## config.mk

```make
export PLATFORM = sky130hd
export DESIGN_NAME = irq_gather
export DESIGN_NICKNAME = d
export VERILOG_FILES = /design/src/rtl/irq_gather_pkg.sv /design/src/rtl/irq_status_bank.sv /design/src/rtl/irq_mask_reg.sv /design/src/rtl/irq_gather.sv
export SDC_FILE = /design/constraint.sdc
export NUM_CORES = 1
export LEC_CHECK = 0
export ABC_AREA = 1
export ABC_CLOCK_PERIOD_IN_PS = 1300
export BUFFER_PORTS_ARGS = -buffer_cell sky130_fd_sc_hd__buf_2
export CAP_MARGIN = 10
export CORE_MARGIN = 10
export CORE_UTILIZATION = 48
export CTS_CLUSTER_SIZE = 28
export DETAILED_ROUTE_END_ITERATION = 7
export PLACE_DENSITY = 0.81
export SETUP_SLACK_MARGIN = 0.05
export SYNTH_ARGS = -nofsm -noshare
export SYNTH_HDL_FRONTEND = slang
export SYNTH_SLANG_ARGS = --single-unit
export TNS_END_PERCENT = 20
```

## constraint.sdc

```tcl
create_clock -name clk -period 1.3 [get_ports clk]
set_input_delay 0.26 -clock clk [delete_from_list [all_inputs] [get_ports clk]]
set_output_delay 0.26 -clock clk [all_outputs]
set_load 0.03 [all_outputs]
```

## src/rtl/irq_gather_pkg.sv

```systemverilog
package irq_gather_pkg;
    localparam int unsigned SRC_COUNT = 6;
    localparam int unsigned WORD_PER_SRC = 2;

    typedef enum logic {
        RD_PENDING = 1'b0,
        RD_ENABLE  = 1'b1
    } rd_sel_e;
endpackage

```

## src/rtl/irq_status_bank.sv

```systemverilog
module irq_status_bank #(
    parameter int unsigned N = 6
) (
    input  logic         clk,
    input  logic         rst_n,
    input  logic [N-1:0] src_i,
    input  logic [N-1:0] ack_i,
    output logic [N-1:0] pend_o
);
    typedef struct packed {
        logic [N-1:0] prev;
        logic [N-1:0] pend;
    } bank_t;

    bank_t        s_d, s_q;
    logic [N-1:0] rise;

    // per-source edge detector and sticky bit; an event wins over an acknowledge
    for (genvar n = 0; n < N; n++) begin : g_src
        assign rise[n] = src_i[n] & ~s_q.prev[n];
    end

    always_comb begin
        s_d      = s_q;
        s_d.prev = src_i;
        s_d.pend = (s_q.pend & ~ack_i) | rise;
    end

    always_ff @(posedge clk or negedge rst_n) begin
        if (!rst_n) begin
            s_q <= '0;
        end else begin
            s_q <= s_d;
        end
    end

    assign pend_o = s_q.pend;
endmodule

```

## src/rtl/irq_mask_reg.sv

```systemverilog
module irq_mask_reg #(
    parameter int unsigned N = 6,
    localparam int unsigned W = 2 * N
) (
    input  logic         clk,
    input  logic         rst_n,
    input  logic         wr_i,
    input  logic [W-1:0] wdata_i,
    output logic [N-1:0] mask_o
);
    typedef struct packed {
        logic [N-1:0] en;
    } mask_t;

    mask_t        m_d, m_q;
    logic [N-1:0] turn_on, turn_off;

    // even bit disables, odd bit enables; both or neither keep the old value
    for (genvar n = 0; n < N; n++) begin : g_pair
        assign turn_off[n] = wr_i &  wdata_i[2*n] & ~wdata_i[2*n+1];
        assign turn_on[n]  = wr_i & ~wdata_i[2*n] &  wdata_i[2*n+1];
    end

    always_comb begin
        m_d    = m_q;
        m_d.en = (m_q.en & ~turn_off) | turn_on;
    end

    always_ff @(posedge clk or negedge rst_n) begin
        if (!rst_n) begin
            m_q <= '0;
        end else begin
            m_q <= m_d;
        end
    end

    assign mask_o = m_q.en;
endmodule

```

## src/rtl/irq_gather.sv

```systemverilog
module irq_gather
    import irq_gather_pkg::*;
#(
    parameter int unsigned N = SRC_COUNT,
    localparam int unsigned W = WORD_PER_SRC * N
) (
    input  logic         clk,
    input  logic         rst_n,
    input  logic [N-1:0] src_i,
    input  logic [N-1:0] ack_i,
    input  logic         mask_wr_i,
    input  logic [W-1:0] mask_wdata_i,
    input  logic         rd_sel_i,
    output logic [N-1:0] rd_data_o,
    output logic         irq_o
);
    typedef struct packed {
        logic irq;
    } out_t;

    logic [N-1:0] pend_w;
    logic [N-1:0] mask_w;
    out_t         o_d, o_q;
    rd_sel_e      sel;

    irq_status_bank #(.N(N)) u_bank (
        .clk    (clk),
        .rst_n  (rst_n),
        .src_i  (src_i),
        .ack_i  (ack_i),
        .pend_o (pend_w)
    );

    irq_mask_reg #(.N(N)) u_mask (
        .clk     (clk),
        .rst_n   (rst_n),
        .wr_i    (mask_wr_i),
        .wdata_i (mask_wdata_i),
        .mask_o  (mask_w)
    );

    always_comb begin
        o_d     = o_q;
        o_d.irq = |(pend_w & mask_w);
    end

    always_ff @(posedge clk or negedge rst_n) begin
        if (!rst_n) begin
            o_q <= '0;
        end else begin
            o_q <= o_d;
        end
    end

    assign sel       = rd_sel_e'(rd_sel_i);
    assign rd_data_o = (sel == RD_ENABLE) ? mask_w : pend_w;
    assign irq_o     = o_q.irq;
endmodule

```

==> results.cfg <==
[run_status]
status = finished, violations left
violations = setup timing

[synthesis]
synth-warning-count = 0
netlist_area_sq_um = 793.3
syn_nets = 116
synth_largest_area_cell = dfrtp_1
yosys_register_bits = 19
synth_cell_types = 11
synthTopCellsByArea = dfrtp_1, nand2_1, o21ai_1, inv_1, o22ai_1
syn_area_per_cell_sq_um = 9.014
syn_inst = 88
seq_area_frac_synth_pct = 59.94
post-synth-top-area-fraction_pct = 59.94

[clocking]
ctsLongestPathBuffers = 2
cts_max_level = 1
cts_tree = yes
clk_pin_slew_ps = 100
clock-sinks = 19
clk_latency_ps = 290
cts-root-buf = clkbuf_4
cts_made_buffers = 3

[finish]
drive_gt1_share_pct = 39.23
final_cell_area_sq_um = 1076
fin_cells = 146
nNetsFinal = 159
n_antenna_cell = 0
area_growth_pct = 35.65

[timing]
finalHoldViolCount = 0
drv_slew = 0
grt_setup_unrepaired = yes
fin_skew_ps = 1.454
setup_viol = 1
fin_setup_tns_ps = -13.52
clock.fmax_mhz = 761.3
setup_ws_ps = -13.52
slew_headroom_pct = 73.31
period_share_pct = 101.0
period_needed_ps = 1314
worst_pin_slew_ps = 400.3

[critical_path]
arrival_ps = 1050
crit_fanout = 2
end_kind = output port
crit_required_ps = 1040
critical_path_class = register to output port
cp-start-kind = register

[placed_design]
io_buffers = 34
dp_slack_ps = 210.1
dpl.hpwl_microns = 1509
dpl-instance-area_sq_um = 964.7
gp_congestion = 0.6488
dp_cells = 136

[routing]
vias_per_cell = 4.932
num_vias = 720
wl_microns = 1959
firstDrtPassIters = 4
drc = 0
postRouteAntennaNets = 0
drt_iter0_markers = 10
wire_per_inst_microns = 13.42

[power]
p_leak_nw = 0.5861
ir_drop_mv = 0.7615
power_mw = 1.327
power.density_nw_per_um2 = 1233

[global_route]
antenna_found_initial = 0
grt-ovfl-total = 0
grt_first_pass_wirelength_microns = 3105
track_usage_pct = 10.84
grt_max_degree = 20
grt_pass1_vias = 758

[die]
dieArea_sq_um = 3678
core_sq_um = 1541
rows = 14
dieHeight_microns = 60.65
ios = 35
initial_core_util_pct = 51.46
die_w_microns = 60.65

[flow_run]
max-cap-violations = 0

[hold_path]
hold_path.class = input pin to register
## cells by family (layout without fill, tap and decap cells)
group | Yosys count | count (layout) | share of synthesized area [%]
simple gates | 29 | 29 | 14.98
compound gates | 24 | 24 | 16.09
flops | 19 | 19 | 59.94
buf+inv | 16 | 58 | 8.991
## cell usage after synthesis
cell type   n
o21ai_0     2
nor2_1      3
o21ai_1    16
nand2_1    22
o22ai_1     6
buf_4       1
dfrtp_1    19
inv_2       1
inv_1      13
buf_6       1
nor2_2      4
## cell type report
cell class                      count  area, sq um
Inverter                           14        52.55
Timing Repair Buffer               40        244.0
Tap cell                           16        20.02
Multi-Input combinational cell     53        257.7
Sequential cell                    19        475.5
Clock buffer                        4        26.28
Fill cell                         121        465.4
## where the power goes
part | internal, mW | switching (mW)
Sequential | 0.652 | 0.0418
Clock | 0.119 | 0.172
Combinational | 0.147 | 0.194
## registers in the layout, summed over array words and instances (netlist names)
register	flops
u_bank.pend_o	6
u_bank.s_q	6
u_mask.mask_o	6
irq_o	1
## cells in the final DEF, fill, tap and decap left out, drive strengths merged
| master | n |
|---|---|
| o22ai | 6 |
| nand2 | 22 |
| o21ai | 18 |
| dfrtp | 19 |
| buf | 39 |
| inv | 14 |
| clkbuf | 4 |
| dlygate4sd3 | 1 |
| nor2 | 7 |
## stage by stage
stage	utilization [%]	hold slack [ps]
2_1_floorplan	-	-35.59
3_3_place_gp	62.58	210.4
3_5_place_dp	62.58	212.9
4_1_cts	67.21	73.66
5_1_grt	69.81	55.09
6_report	69.81	81.44
## metal layers
layer	vias up	track usage, %	wire length, microns
li1	366	-	-
met1	338	10.78	762
met2	16	21.25	1104
met3	0	2.923	92
met4	0	2.821	0
met5	-	0	0
## worst paths after layout
path | from | end | slack, ps | cells after the start
worst max register to register | u_mask.mask_o[0]$_DFF_PN0_ | u_mask.mask_o[0]$_DFF_PN0_ | 410 | 3
worst max-delay path | u_bank.pend_o[4]$_DFF_PN0_ | rd_data_o[4] | -10 | 3
min in group asynchronous | rst_n | u_bank.s_q[6]$_DFF_PN0_ | 420 | 2
max in group asynchronous | rst_n | u_mask.mask_o[1]$_DFF_PN0_ | 600 | 2
worst min-delay path | src_i[4] | u_bank.s_q[10]$_DFF_PN0_ | 80 | 1
worst min register to register | u_bank.s_q[11]$_DFF_PN0_ | u_bank.pend_o[5]$_DFF_PN0_ | 430 | 1
## worst max-delay path, stage by stage, from the launching register on
cell and delay (ps):
dfrtp_1 360, inv_1 70, o21ai_1 150, buf_4 190
## repair_timing
item | 4_1_cts | 5_1_grt
resized for setup | 8 | 6
endpoints found under the hold margin | 19 | 0
setup endpoints to repair | 6 | 6
pin swaps | 1 | 0
hold buffers | 1 | 0
buffers inserted | 2 | 3
Power figures use the tool's default switching activity.
